===== config.mk =====
export PLATFORM = sky130hd
export DESIGN_NAME = i2c_bus_clear
export DESIGN_NICKNAME = d
export VERILOG_FILES = /design/src/rtl/i2c_bc_pkg.sv /design/src/rtl/i2c_bc_timer.sv /design/src/rtl/i2c_bc_ctrl.sv /design/src/rtl/i2c_bc_drive.sv /design/src/rtl/i2c_bus_clear.sv
export SDC_FILE = /design/constraint.sdc
export NUM_CORES = 1
export LEC_CHECK = 0
export BUFFER_PORTS_ARGS = -buffer_cell sky130_fd_sc_hd__buf_2
export CAP_MARGIN = 20
export CORE_MARGIN = 4
export CORE_UTILIZATION = 40
export CTS_CLUSTER_SIZE = 20
export DETAILED_ROUTE_END_ITERATION = 7
export PLACE_DENSITY = 0.6
export SLEW_MARGIN = 10
export SYNTH_ARGS = -nofsm -noshare
export SYNTH_HDL_FRONTEND = slang
export SYNTH_SLANG_ARGS = --single-unit

===== constraint.sdc =====
create_clock -name clk_i -period 2.6 [get_ports clk_i]
set_clock_uncertainty 0.15 [all_clocks]
set_input_delay 0.26 -clock clk_i [delete_from_list [all_inputs] [get_ports clk_i]]
set_output_delay 0.26 -clock clk_i [all_outputs]
set_load 0.05 [all_outputs]

===== src/rtl/i2c_bc_pkg.sv =====
package i2c_bc_pkg;
  typedef enum logic [2:0] {
    BC_IDLE,
    BC_NACK,
    BC_LOW,
    BC_HIGH,
    BC_STOP_LOW,
    BC_STOP_HIGH,
    BC_DONE
  } bc_state_e;
endpackage


===== src/rtl/i2c_bc_timer.sv =====
module i2c_bc_timer #(
  parameter int CYC_PER_US = 100,
  parameter int PHASE_US   = 20,
  parameter bit EXT_TICK   = 1'b0
) (
  input  logic clk_i,
  input  logic rst_ni,
  input  logic restart_i,
  input  logic tick_i,
  output logic expire_o
);
  localparam int PW = (CYC_PER_US > 1) ? $clog2(CYC_PER_US) : 1;
  localparam int UW = (PHASE_US > 1) ? $clog2(PHASE_US) : 1;

  logic [PW-1:0] pre_q;
  logic [UW-1:0] us_q;
  logic          pre_wrap;
  logic          step;
  logic          us_last;

  assign pre_wrap = (pre_q == PW'(CYC_PER_US - 1));
  // tick source: external microsecond strobe or local prescaler
  assign step     = EXT_TICK ? tick_i : pre_wrap;
  assign us_last  = (us_q == UW'(PHASE_US - 1));
  assign expire_o = step && us_last;

  always_ff @(posedge clk_i or negedge rst_ni) begin
    if (!rst_ni)                    pre_q <= '0;
    else if (restart_i || EXT_TICK) pre_q <= '0;
    else if (pre_wrap)              pre_q <= '0;
    else                            pre_q <= pre_q + 1'b1;
  end

  always_ff @(posedge clk_i or negedge rst_ni) begin
    if (!rst_ni)        us_q <= '0;
    else if (restart_i) us_q <= '0;
    else if (step)      us_q <= us_last ? '0 : us_q + 1'b1;
  end
endmodule


===== src/rtl/i2c_bc_ctrl.sv =====
module i2c_bc_ctrl
  import i2c_bc_pkg::*;
#(
  parameter int NUM_PULSES = 9
) (
  input  logic      clk_i,
  input  logic      rst_ni,
  input  logic      req_i,
  input  logic      bus_busy_i,
  input  logic      expire_i,
  output bc_state_e state_o,
  output logic      restart_o
);
  localparam int CW = (NUM_PULSES > 1) ? $clog2(NUM_PULSES) : 1;

  bc_state_e     state_q, state_d;
  logic [CW-1:0] pulse_q, pulse_d;

  always_comb begin
    state_d = state_q;
    pulse_d = pulse_q;
    unique case (state_q)
      BC_IDLE:      if (req_i && bus_busy_i) state_d = BC_NACK;
      BC_NACK:      state_d = BC_LOW;
      BC_LOW:       if (expire_i) state_d = BC_HIGH;
      BC_HIGH: begin
        if (expire_i) begin
          if (pulse_q == CW'(NUM_PULSES - 1)) begin
            state_d = BC_STOP_LOW;
            pulse_d = '0;
          end else begin
            state_d = BC_LOW;
            pulse_d = pulse_q + 1'b1;
          end
        end
      end
      BC_STOP_LOW:  if (expire_i) state_d = BC_STOP_HIGH;
      BC_STOP_HIGH: if (expire_i) state_d = BC_DONE;
      BC_DONE:      state_d = BC_IDLE;
      default:      state_d = BC_IDLE;
    endcase
  end

  always_ff @(posedge clk_i or negedge rst_ni) begin
    if (!rst_ni) begin
      state_q <= BC_IDLE;
      pulse_q <= '0;
    end else begin
      state_q <= state_d;
      pulse_q <= pulse_d;
    end
  end

  assign state_o   = state_q;
  assign restart_o = (state_d != state_q);
endmodule


===== src/rtl/i2c_bc_drive.sv =====
module i2c_bc_drive
  import i2c_bc_pkg::*;
(
  input  bc_state_e state_i,
  output logic      scl_low_o,
  output logic      sda_low_o,
  output logic      nack_o,
  output logic      done_o
);
  always_comb begin
    scl_low_o = 1'b0;
    sda_low_o = 1'b0;
    nack_o    = 1'b0;
    done_o    = 1'b0;
    unique case (state_i)
      BC_IDLE:      ;
      BC_NACK:      nack_o = 1'b1;
      BC_LOW:       begin nack_o = 1'b1; scl_low_o = 1'b1; end
      BC_HIGH:      nack_o = 1'b1;
      BC_STOP_LOW:  begin nack_o = 1'b1; scl_low_o = 1'b1; sda_low_o = 1'b1; end
      BC_STOP_HIGH: begin nack_o = 1'b1; sda_low_o = 1'b1; end
      BC_DONE:      done_o = 1'b1;
      default:      ;
    endcase
  end
endmodule


===== src/rtl/i2c_bus_clear.sv =====
module i2c_bus_clear
  import i2c_bc_pkg::*;
#(
  parameter int CYC_PER_US = 100,
  parameter int PHASE_US   = 20,
  parameter int NUM_PULSES = 9,
  parameter bit EXT_TICK   = 1'b0
) (
  input  logic clk_i,
  input  logic rst_ni,
  input  logic req_i,
  input  logic bus_busy_i,
  input  logic tick_i,
  output logic scl_low_o,
  output logic sda_low_o,
  output logic nack_o,
  output logic done_o
);
  bc_state_e state;
  logic      restart;
  logic      expire;

  i2c_bc_timer #(
    .CYC_PER_US(CYC_PER_US),
    .PHASE_US  (PHASE_US),
    .EXT_TICK  (EXT_TICK)
  ) u_timer (
    .clk_i    (clk_i),
    .rst_ni   (rst_ni),
    .restart_i(restart),
    .tick_i   (tick_i),
    .expire_o (expire)
  );

  i2c_bc_ctrl #(
    .NUM_PULSES(NUM_PULSES)
  ) u_ctrl (
    .clk_i     (clk_i),
    .rst_ni    (rst_ni),
    .req_i     (req_i),
    .bus_busy_i(bus_busy_i),
    .expire_i  (expire),
    .state_o   (state),
    .restart_o (restart)
  );

  i2c_bc_drive u_drive (
    .state_i  (state),
    .scl_low_o(scl_low_o),
    .sda_low_o(sda_low_o),
    .nack_o   (nack_o),
    .done_o   (done_o)
  );
endmodule


**Word-level counts from Yosys, hierarchy flattened**

Cells that the tools add are included.

- $add $sub $neg: 3
- Multipliers: 0
- Div/mod/pow operators: 0
- Magnitude comparators: 0
- Equal/unequal tests: 10
- Shifts and indexed selects: 0
- Mux-type cells: 17
- Bitwise logic cells: 0
- Reductions and logical operators: 8

Operator list:

| kind | count |
|---|---|
| 3-bit 2-to-1 mux | 6 |
| 3-bit case mux with 6 select lines | 1 |
| 5-bit 2-to-1 mux | 3 |
| 7-bit 2-to-1 mux | 2 |
| 3-bit == test (second input constant) | 3 |
| 7-bit by 1-bit adder with 7-bit output (second input constant) | 1 |
| 7-bit == test (second input constant) | 1 |
| 3-bit by 2-bit == test with 1-bit output (second input constant) | 2 |
| 5-bit by 1-bit adder with 5-bit output (second input constant) | 1 |
| 5-bit == test (second input constant) | 1 |
| 5-bit OR reduction | 1 |
| 4-bit by 1-bit adder with 4-bit output (second input constant) | 1 |
| 4-bit == test (second input constant) | 1 |
| 1-bit 2-to-1 mux | 4 |
| 4-bit 2-to-1 mux | 1 |
| 2-bit OR reduction | 2 |
| 3-bit by 1-bit == test with 1-bit output (second input constant) | 1 |
| 3-bit logical NOT | 1 |
| 3-bit != test | 1 |
| 1-bit logical AND | 2 |
| 2-bit AND reduction | 1 |
| 2-bit nonzero test | 1 |

- Bits in registers: 19
- Bits in latches: 0
- Bits in writable memories: 0
- Bits in read-only memories: 0
- Input port bits: 5
- Output and inout bits: 4
- Word-level logic and storage cells: 42
- Memories kept: 0

**Longest topological paths before layout**

Gate-level depths: netlist (run 1).

- Depth after elaboration: 6
- Depth in mapped cells: 6
- Depth with buffers taken out: 6

**Hierarchy**

A second synthesis (run 1) with hierarchy kept.

- Cell total of the unflattened synthesis: 114
- Area, all modules: 1101.1 um^2

By module, submodules not included:

| module | instances | cells each | area an instance (um^2) | seq. area each (um^2) |
|---|---|---|---|---|
| i2c_bc_timer | 1 | 61 | 621.8 | 300.3 |
| i2c_bc_ctrl | 1 | 46 | 440.4 | 175.2 |
| i2c_bc_drive | 1 | 7 | 38.8 | 0.0 |

**Least setup slack after synthesis (run 1)**

Ideal clock, no wire load.

- Path type: register to output
- From: register u_ctrl.state_q[1], in the netlist u_ctrl.state_o[1]
- To: output port nack_o
- Arrival time: 1447 ps
- Required time: 2190 ps
- Slack: 743 ps
- Cell stages (with the launch flop): 4
- Path buffers: 1
- Cells stage by stage: dfrtp_1 > clkbuf_1 > nor3_1 > a21oi_1

- Word-level cells in the longest chain between the ends: 3
- Elaborated cells between the ends (all ways): 7
- Those cells by class: eq/ne: 5; mux: 1; reduce/logical: 1

RTL lines:

| element | RTL line | RTL |
|---|---|---|
| start: declaration | i2c_bc_ctrl.sv:16 | `bc_state_e state_q, state_d;` |
| start signal: assignment | i2c_bc_ctrl.sv:49 | `state_q <= state_d;` |
| 3-bit by 1-bit == test with 1-bit output (tied with other cells) | i2c_bc_drive.sv:15 | `unique case (state_i)` |
| 5-bit OR reduction (no line) (*) | n/a |  |
| 1-bit 2-to-1 mux (*) | i2c_bc_drive.sv:15 |  |
| end: declaration | i2c_bus_clear.sv:16 | `output logic nack_o,` |

Mark *: on every way between the ends. The rest lies on a longest branch, timed or not.

**Worst setup path in the final report (run 1)**

- From: register u_timer.pre_q[0]
- To: register u_ctrl.pulse_q[2]

- Word-level cells in the longest chain between the ends: 3

RTL lines:

| element | RTL line | RTL |
|---|---|---|
| start: declaration | i2c_bc_timer.sv:15 | `logic [PW-1:0] pre_q;` |
| start signal: assignment | i2c_bc_timer.sv:31 | `else pre_q <= pre_q + 1'b1;` |
| 7-bit == test | i2c_bc_timer.sv:21 | `assign pre_wrap = (pre_q == PW'(CYC_PER_US - 1));` |
| 1-bit logical AND | i2c_bc_timer.sv:25 | `assign expire_o = step && us_last;` |
| 2-bit AND reduction (no line) | n/a |  |
| end signal: assignment | i2c_bc_ctrl.sv:50 | `pulse_q <= pulse_d;` |
| end: declaration | i2c_bc_ctrl.sv:17 | `logic [CW-1:0] pulse_q, pulse_d;` |

Every way passes these cells.
A chain may end at the register's enable or synchronous reset.

==> summary.md, run 1 <==
| Metric | Value |
|---|---|
| Initial DRT Pass Iterations | 4 |
| Setup CP Type | flop to flop |
| Core Area | 0.00252 mm^2 |
| Pwr Density | 389 mW/mm^2 |
| Avg Cell Area, Syn | 10.1 um^2 |
| Final critical-path required period | 1990 ps |
| Status | finished clean |
| Synthesis-stage register bit count | 19 |
| Hold crit path type | input port to flop |
| Total gr overflow | 0 |
| Slew Viols, Final | 0 |
| Worst EP arrival | 2040 ps |
| Slew of the pin with the lowest slew margin | 695 ps |
| Slew HR | 52.9% |
| Syn_nets | 116 |
| Critical Path Start Type | flop |
| Final-report hold violation count | 0 |
| Global routing met3 resource utilization | 2.59% |
| Met1 Track Usage GR | 14.8% |
| Yosys warning count | 0 |
| Antenna Nets Post-Route | 0 |
| GRT busiest layer | met2 |
| Clock Tree Root | clkbuf_4 |
| Max clock buf depth | 2 |
| First DRT Iteration DRCs | 46 |
| CTS buffer count | 3 |
| Layout Cells excl Fill | 145 |
| Final Instance Area | 0.00117 mm^2 |
| Synth Cell Area | 0.00108 mm^2 |
| Rows | 18 |
| Top_reg_cell synth | dfrtp_1 |
| Port Buffers | 7 |
| CTS H-tree lvls | 1 |
| Hold_ws | 65.4 ps |
| Largest net degree at the start of global routing | 20 |
| Global-route wire length before repair | 3130 um |
| RSZ-0062 raised after global routing | false |
| Highest clock rate | 502 MHz |
| # setup viols final | 0 |
| Clk slew on worst S/H paths | 110 ps |
| WP data required | 2640 ps |
| Average wire per standard cell | 12.6 um |
| Chip Width | 60.0 um |
| Nets@finish | 125 |
| Global placement routability congestion | 0.750 |
| Residual DRC | 0 |
| Initial Utilization | 42.9% |
| Critical Path Sink Type | flop |
| Vias in the first global route | 720 |
| R2R setup slack | 610 ps |
| Post-synthesis cell type count | 36 |
| Async S/R FF share, synth | 100% |
| Final TNS setup | 0 ps |
| CP Capture Point | u_ctrl.pulse_q[2]$_DFFE_PN0P_ |
| Most common cell after layout, fill and taps aside | dfrtp_1 |
| DRT Wirelength | 1820 um |
| # IOs | 9 |
| Post-synth EDFFs | 0 |
| Global-route usage over all layers | 11.4% |
| Placed cell areas | 0.00113 mm^2 |
| Die footprint | 0.00360 mm^2 |
| Postcts setup bufs | 0 |
| Hold buffers post-CTS | 1 |
| Crit path max fanout | 6 |
| Max Cap Violations | 0 |
| Area grow syn2layout | 8.09% |
| Total number of vias | 743 |
| Post-cts sizing count | 0 |
| Reg2reg path depth | 5 |
| Num Clock Sinks | 19 |
| Vias/cell | 5.12 |
| Met2 GRT Util | 18.2% |
| Cells after Synth | 107 |
| Initial antenna violation count | 0 |
| TritonCTS clock tree | built |
| Ant. Diodes | 0 |
| Pleak | 0.525 nW |
| Sequential area share after synthesis | 43.9% |
| Post-detail-place hpwl | 1340 um |
| Worst vdd ir | 0.192 mV |
| Critical R2R Capture | u_ctrl.pulse_q[2]$_DFFE_PN0P_ |
| FF-to-FF Start | u_timer.pre_q[0]$_DFF_PN0_ |
| Final period utilization | 76.7% |
| Die Y | 60.0 um |
| Later-pin clock latency in the skew report | 290 ps |
| Commonest non-fill, non-tap cells in the layout | dfrtp_1 (19), nor2_1 (15), nand2_1 (7), nand3_1 (7), buf_2 (7) |
| Placed insts | 140 |
| Ratio of cells with drive above 1 in the final layout | 18.3% |
| Worst setup path startpoint | u_timer.pre_q[0]$_DFF_PN0_ |
[layer usage]
metal / vias up / part of all wire, %
met5: - / 0
met4: 0 / 1.3
met3: 2 / 4.5
met2: 8 / 43
met1: 343 / 51
li1: 390 / -
[kinds of logic after synthesis]
kind of cell               after synthesis  synth area share [%]
AOI/OAI and AO/OA                       14                  9.94
xor gates and xnor gates                 8                  6.47
adders and majority gates                4                  4.62
buffers and inverters                    7                  3.12
DFF                                     19                  43.9
muxes                                    3                  3.35
and+or+nand+nor                         52                  28.6
[cell type report]
| cell class | count | area (um^2) |
|---|---|---|
| clock buffers | 3 | 22.5 |
| clock inverters | 1 | 5.00 |
| fillers | 240 | 1350 |
| inverters | 3 | 11.3 |
| multi-input cells | 81 | 573 |
| flip-flops and latches | 19 | 475 |
| well taps | 30 | 37.5 |
| repair buffers | 8 | 45.0 |
[synthesized netlist by cell type (2+ instances only)]
library cell	n	share of area, %
dfrtp_1	19	44
nor2_1	15	5.2
nand2_1	7	2.4
nand3_1	7	3.2
xnor2_1	6	4.9
nor2b_1	5	2.9
a21oi_1	4	1.8
ha_1	4	4.6
clkbuf_1	3	1.0
inv_1	3	1.0
o31ai_1	3	2.1
and3_1	2	1.2
and3b_1	2	1.6
nor2_2	2	1.2
nor3_1	2	0.92
o21ai_1	2	0.92
xor2_1	2	1.6
[state kept, by name, summed over array words and instances (netlist names)]
name / cells
u_ctrl.state_o: 3
u_timer.pre_q: 7
u_timer.us_q: 5
u_ctrl.pulse_q: 4
[per-stage QoR]
step	power (mW)	worst slack (ps)	util [%]
after CTS	0.461	590	46.4
after detailed placement	0.311	601	44.9
after floorplan	0.302	743	-
final	0.455	606	46.4
after global routing	0.475	501	46.4
after global placement	0.311	612	44.9
[power breakdown]
group          leakage [nW]  switching (mW)  internal [mW]
clock                0.0177          0.0924         0.0571
combinational         0.256         0.00742        0.00288
sequential            0.251               0          0.295
[worst max-delay path, cell delays in order (launching register included)]
cell	delay (ps)
dfrtp_1	390
ha_1	270
and2_1	210
and3_1	340
and3_4	240
mux2_4	290
[worst min-delay path by stage]
stage | start | end | slack (ps) | cells after the start
after floorplan | rst_ni | u_ctrl.pulse_q[0]$_DFFE_PN0P_ | -190 | 0
after global placement | rst_ni | u_timer.us_q[2]$_DFFE_PN0P_ | 80 | 1
after detailed placement | rst_ni | u_timer.us_q[2]$_DFFE_PN0P_ | 80 | 1
after CTS | bus_busy_i | u_ctrl.state_o[0]$_DFF_PN0_ | 60 | 3
after global routing | bus_busy_i | u_ctrl.state_o[0]$_DFF_PN0_ | 70 | 3
final | bus_busy_i | u_ctrl.state_o[0]$_DFF_PN0_ | 70 | 3
Note: power is estimated with default switching activity, not from simulation.
==> run 2: changes to the inputs <==
clock period = 2 ns   (was 2.6 ns; I/O delays follow)
==> run 2 against run 1 <==
Compared with the run above:
- critical path type is now flop to output port
- global-route usage grew 1.6 points
- critical path depth decreased by 2
- total power up 32%
- count of clock-buffer cells in the layout rose by 1
- die area stayed put
- largest power group unchanged
- sequential share of layout area is 1.1 points lower
- clock power up 34%
- core utilization is 1.2 points higher
- worst hold slack got worse by 56 ps
==> summary.md, run 2 (synthesized netlist as in run 1, its figures left out) <==
| Metric | Value |
|---|---|
| CP Capture Point | scl_low_o |
| Global-route wire length before repair | 3510 um |
| Ratio of cells with drive above 1 in the final layout | 19.3% |
| Total gr overflow | 0 |
| RSZ-0062 raised after global routing | false |
| Most common cell after layout, fill and taps aside | dfrtp_1 |
| Worst vdd ir | 0.282 mV |
| Layout fillers | 259 |
| Max Cap Violations | 0 |
| Critical Path, Cell by Cell | xnor2_1 > nor2_1 > buf_2 |
| Max clock buf depth | 2 |
| Clock Tree Root | clkbuf_4 |
| Worst EP arrival | 1500 ps |
| Chip Width | 60.0 um |
| Crit path max fanout | 10 |
| Slew HR | 70.8% |
| Highest clock rate | 542 MHz |
| WP data required | 1650 ps |
| First DRT Iteration DRCs | 20 |
| Placed insts | 143 |
| Vias in the first global route | 826 |
| Multi-input logic area | 573 um^2 |
| Final critical-path required period | 1850 ps |
| Clk slew on worst S/H paths | 110 ps |
| CTS buffer count | 3 |
| CTS H-tree lvls | 1 |
| Hold crit path type | input port to flop |
| Nets@finish | 129 |
| # IOs | 9 |
| Area grow syn2layout | 11.0% |
| Initial Utilization | 42.9% |
| Initial antenna violation count | 0 |
| Die Y | 60.0 um |
| Core Area | 0.00252 mm^2 |
| Final TNS setup | 0 ps |
| Later-pin clock latency in the skew report | 300 ps |
| Total number of vias | 801 |
| Average wire per standard cell | 13.0 um |
| Slowest Stage Delay on Critical Path | 510 ps |
| Status | finished clean |
| Ant. Diodes | 0 |
| FF/Latch Area | 475 um^2 |
| FF-to-FF Start | u_timer.us_q[0]$_DFFE_PN0P_ |
| Postcts setup bufs | 0 |
| Most flop-heavy register | u_timer.pre_q |
| Critical Path Start Type | flop |
| Commonest non-fill, non-tap cells in the layout | dfrtp_1 (19), nor2_1 (15), nand2_1 (7), nand3_1 (7), buf_2 (7) |
| Global-route usage over all layers | 13.0% |
| Max reg flops | 7 |
| Pwr Density | 499 mW/mm^2 |
| TritonCTS clock tree | built |
| Layout Cells excl Fill | 149 |
| Setup CP Type | flop to output port |
| Critical R2R Capture | u_ctrl.state_o[1]$_DFF_PN0_ |
| Slew of the pin with the lowest slew margin | 439 ps |
| DRT Wirelength | 1940 um |
| Post-detail-place hpwl | 1450 um |
| Antenna Nets Post-Route | 0 |
| Worst setup path startpoint | u_ctrl.state_o[1]$_DFF_PN0_ |
| Die footprint | 0.00360 mm^2 |
| # setup viols final | 0 |
| Largest regs | u_timer.pre_q: 7 flops, u_timer.us_q: 5 flops, u_ctrl.pulse_q: 4 flops |
| Rows | 18 |
| Reg2reg path depth | 6 |
| Num Clock Sinks | 19 |
| Final core occ | 47.6% |
| Final-report hold violation count | 0 |
| Critical Path Sink Type | output port |
| Largest net degree at the start of global routing | 20 |
| Initial DRT Pass Iterations | 2 |
| Global placement routability congestion | 0.727 |
| Port Buffers | 7 |
| Final period utilization | 92.3% |
| Vias/cell | 5.38 |
| Slew Viols, Final | 0 |
| Pleak | 0.542 nW |
| Worst path slowest cell | dfrtp_1 |
| R2R setup slack | 170 ps |
| Hold Crit Depth | 3 |
| Residual DRC | 0 |
[run 2: area by class of cell]
type,instances,area share (%)
Tap cell,30,3.13
Timing Repair Buffer,12,6.46
Inverter,3,0.938
Sequential cell,19,39.6
Multi-Input combinational cell,81,47.7
Clock buffer,4,2.19
[run 2: worst max-delay path: cells and delay by family (launching register included)]
family        cells  cell delay (ps)
buf+inv           1              220
simple gates      1               70
flops             1              510
xor+xnor          1              400
[run 2: layer usage]
metal / wire length [um] / vias to the layer above / global-route usage (%) / part of all wire [%]
li1: - / 398 / - / -
met1: 918 / 389 / 15.3 / 47
met2: 930 / 10 / 22.7 / 48
met3: 71 / 4 / 2.59 / 3.7
met4: 25 / 0 / 5.70 / 1.3
met5: 0 / - / 0 / 0
[run 2: worst min-delay path by stage]
stage / from / to / slack [ps]
floorplan: rst_ni / u_ctrl.pulse_q[0]$_DFFE_PN0P_ / -250
global placement: rst_ni / u_timer.us_q[2]$_DFFE_PN0P_ / 20
detailed placement: rst_ni / u_timer.us_q[2]$_DFFE_PN0P_ / 20
CTS: req_i / u_ctrl.state_o[0]$_DFF_PN0_ / 5
global route: req_i / u_ctrl.state_o[0]$_DFF_PN0_ / 30
finish: req_i / u_ctrl.state_o[0]$_DFF_PN0_ / 10
[run 2: where the power goes]
group / leakage (nW) / total [mW] / switching, mW / internal (mW)
clock network: 0.0150 / 0.200 / 0.123 / 0.0776
logic: 0.277 / 0.0151 / 0.0101 / 0.00501
registers: 0.251 / 0.384 / 0 / 0.384
total: 0.542 / 0.600 / 0.133 / 0.467
[run 2: timing repair]
item                      in CTS  in global routing
gates resized for setup        0                  0
hold endpoints to repair      20                  0
hold buffers                   2                  0
[run 2: per-stage QoR]
step	power [mW]	area, um^2	worst slack (ps)	hold slack, ps
3_5_place_dp	0.404	1150	190	21.7
4_1_cts	0.610	1200	137	4.99
2_1_floorplan	0.393	1080	191	-246
5_1_grt	0.626	1200	44.8	26.6
3_3_place_gp	0.404	1150	211	15.2
6_report	0.600	1200	154	9.55
==> run 3: changes to the inputs <==
--- a/config.mk
+++ b/config.mk
@@ -6,5 +6,4 @@
 export NUM_CORES = 1
 export LEC_CHECK = 0
-export BUFFER_PORTS_ARGS = -buffer_cell sky130_fd_sc_hd__buf_2
 export CAP_MARGIN = 20
 export CORE_MARGIN = 4
@@ -12,5 +11,6 @@
 export CTS_CLUSTER_SIZE = 20
 export DETAILED_ROUTE_END_ITERATION = 7
-export PLACE_DENSITY = 0.6
+export DONT_BUFFER_PORTS = 1
+export PLACE_DENSITY = 0.57
 export SLEW_MARGIN = 10
 export SYNTH_ARGS = -nofsm -noshare
==> constraint.sdc (replaced) <==
create_clock -name clk_i -period 2 [get_ports clk_i]
set_clock_uncertainty 0.15 [all_clocks]
set_input_delay 0.4 -clock clk_i [delete_from_list [all_inputs] [get_ports clk_i]]
set_output_delay 0.4 -clock clk_i [all_outputs]
set_load 0.05 [all_outputs]
==> run 3 against run 2 <==
Compared with the run above:
- cell area down 0.21%
- critical path depth unchanged
- sequential share of layout area up 0.083 points
- register-to-register slack about the same
- wire length down 2.7%
- largest power group unchanged
==> summary.md, run 3 (synthesized netlist as in run 1, its figures left out) <==
| Metric | Value |
|---|---|
| Initial DRT Pass Iterations | 4 |
| Crit path max fanout | 10 |
| CTS buffer count | 3 |
| Port Buffers | 0 |
| CTS H-tree lvls | 1 |
| Placed insts | 141 |
| Total number of vias | 792 |
| Postcts setup bufs | 0 |
| Commonest non-fill, non-tap cells in the layout | dfrtp_1 (19), nor2_1 (15), buf_4 (8) |
| Critical Path Start Type | flop |
| Hold crit path type | input port to flop |
| Layout Cells excl Fill | 146 |
| Most flop-heavy register | u_timer.pre_q |
| Average wire per standard cell | 13.0 um |
| WP buf/inv | 1 |
| Crit path depth | 3 |
| Final TNS setup | 0 ps |
| Initial antenna violation count | 0 |
| Clock Tree Root | clkbuf_4 |
| Slew Viols, Final | 0 |
| Slowest Stage Delay on Critical Path | 500 ps |
| CP delay by family, top | flip-flops |
| Vias in the first global route | 737 |
| Worst path slowest cell | dfrtp_1 |
| Final-report hold violation count | 0 |
| Global-route usage over all layers | 12.2% |
| Vias/cell | 5.42 |
| Critical Path, Cell by Cell | xnor2_1 > nor2_1 > buf_4 |
| Largest net degree at the start of global routing | 20 |
| # IOs | 9 |
| Global placement routability congestion | 0.767 |
| Final period utilization | 93.5% |
| Highest clock rate | 535 MHz |
| Layout fillers | 241 |
| Area grow syn2layout | 10.8% |
| Later-pin clock latency in the skew report | 300 ps |
| Pleak | 0.536 nW |
| Core Area | 0.00252 mm^2 |
| Status | finished clean |
| Critical Path Sink Type | output port |
| Setup CP Type | flop to output port |
| First DRT Iteration DRCs | 13 |
| Worst vdd ir | 0.312 mV |
| Residual DRC | 0 |
| Max clock buf depth | 2 |
| # setup viols final | 0 |
| Chip Width | 60.0 um |
| RSZ-0062 raised after global routing | false |
| DRT Wirelength | 1890 um |
| Post-detail-place hpwl | 1410 um |
| Die footprint | 0.00360 mm^2 |
| Rows | 18 |
| Most common cell after layout, fill and taps aside | dfrtp_1 |
| Ratio of cells with drive above 1 in the final layout | 19.0% |
| Ant. Diodes | 0 |
| WP data required | 1450 ps |
| Num Clock Sinks | 19 |
| Slew HR | 42.0% |
| Antenna Nets Post-Route | 0 |
| Die Y | 60.0 um |
| Nets@finish | 126 |
| Worst EP arrival | 1320 ps |
| Clk slew on worst S/H paths | 100 ps |
| Initial Utilization | 42.9% |
| Max reg flops | 7 |
| TritonCTS clock tree | built |
| Hold Crit Depth | 2 |
| Total gr overflow | 0 |
| Max Cap Violations | 0 |
| Slew of the pin with the lowest slew margin | 867 ps |
| Global-route wire length before repair | 3210 um |
| R2R setup slack | 170 ps |
| Placed cell areas | 0.00116 mm^2 |
| Final critical-path required period | 1870 ps |
| Largest regs | u_timer.pre_q: 7 flops, u_timer.us_q: 5 flops, u_ctrl.pulse_q: 4 flops |
| Pwr Density | 492 mW/mm^2 |
| Reg2reg path depth | 6 |
| Final Instance Area | 0.00120 mm^2 |
[run 3: repair_timing]
item,in CTS,in global routing
hold buffers,1,0
setup endpoints to repair,0,1
resized for setup,0,1
hold endpoints to repair,19,0
[run 3: final cells by class]
class,instances,area [um^2],area share [%]
multi-input combinational,81,578,48.2
sequential,19,475,39.7
timing repair buffer,9,70.1,5.85
tap,30,37.5,3.13
clock buffer,4,26.3,2.19
inverter,3,11.3,0.939
[run 3: worst paths after layout]
check | from | end
max | u_ctrl.state_o[1]$_DFF_PN0_ | scl_low_o
min | bus_busy_i | u_ctrl.state_o[0]$_DFF_PN0_
max reg2reg | u_timer.us_q[0]$_DFFE_PN0P_ | u_ctrl.state_o[1]$_DFF_PN0_
min reg2reg | u_timer.pre_q[0]$_DFF_PN0_ | u_timer.pre_q[0]$_DFF_PN0_
max in group asynchronous | rst_ni | u_ctrl.pulse_q[1]$_DFFE_PN0P_
min in group asynchronous | rst_ni | u_timer.us_q[4]$_DFFE_PN0P_
[run 3: power by group]
part           internal, mW  leakage (nW)  switching (mW)
registers             0.384         0.251               0
clock network        0.0777        0.0150           0.117
logic               0.00171         0.270         0.00844
total                 0.463         0.536           0.126
[run 3: layer usage]
| metal | share of wire, % | vias to the layer above | track usage (%) |
|---|---|---|---|
| li1 | - | 393 | - |
| met1 | 46 | 383 | 14.6 |
| met2 | 48 | 12 | 19.4 |
| met3 | 4.5 | 4 | 3.24 |
| met4 | 2.2 | 0 | 7.59 |
| met5 | 0 | - | 0 |
[run 3: worst reg2reg max path, stage by stage, from the launching register on]
cell	delay, ps
dfrtp_1	430
ha_1	230
and4bb_1	230
and3_1	200
buf_4	160
and4_1	190
nor3_1	160
[run 3: metrics by stage]
stage | setup WS (ps) | power, mW | util [%] | hold slack [ps]
6_report | 131 | 0.589 | 47.5 | 87.5
4_1_cts | 86.4 | 0.604 | 47.3 | 70.6
3_5_place_dp | 188 | 0.393 | 45.9 | -45.1
3_3_place_gp | 203 | 0.393 | 45.9 | -45.1
5_1_grt | 36.3 | 0.620 | 47.5 | 98.3
2_1_floorplan | 3.29 | 0.393 | - | -45.6
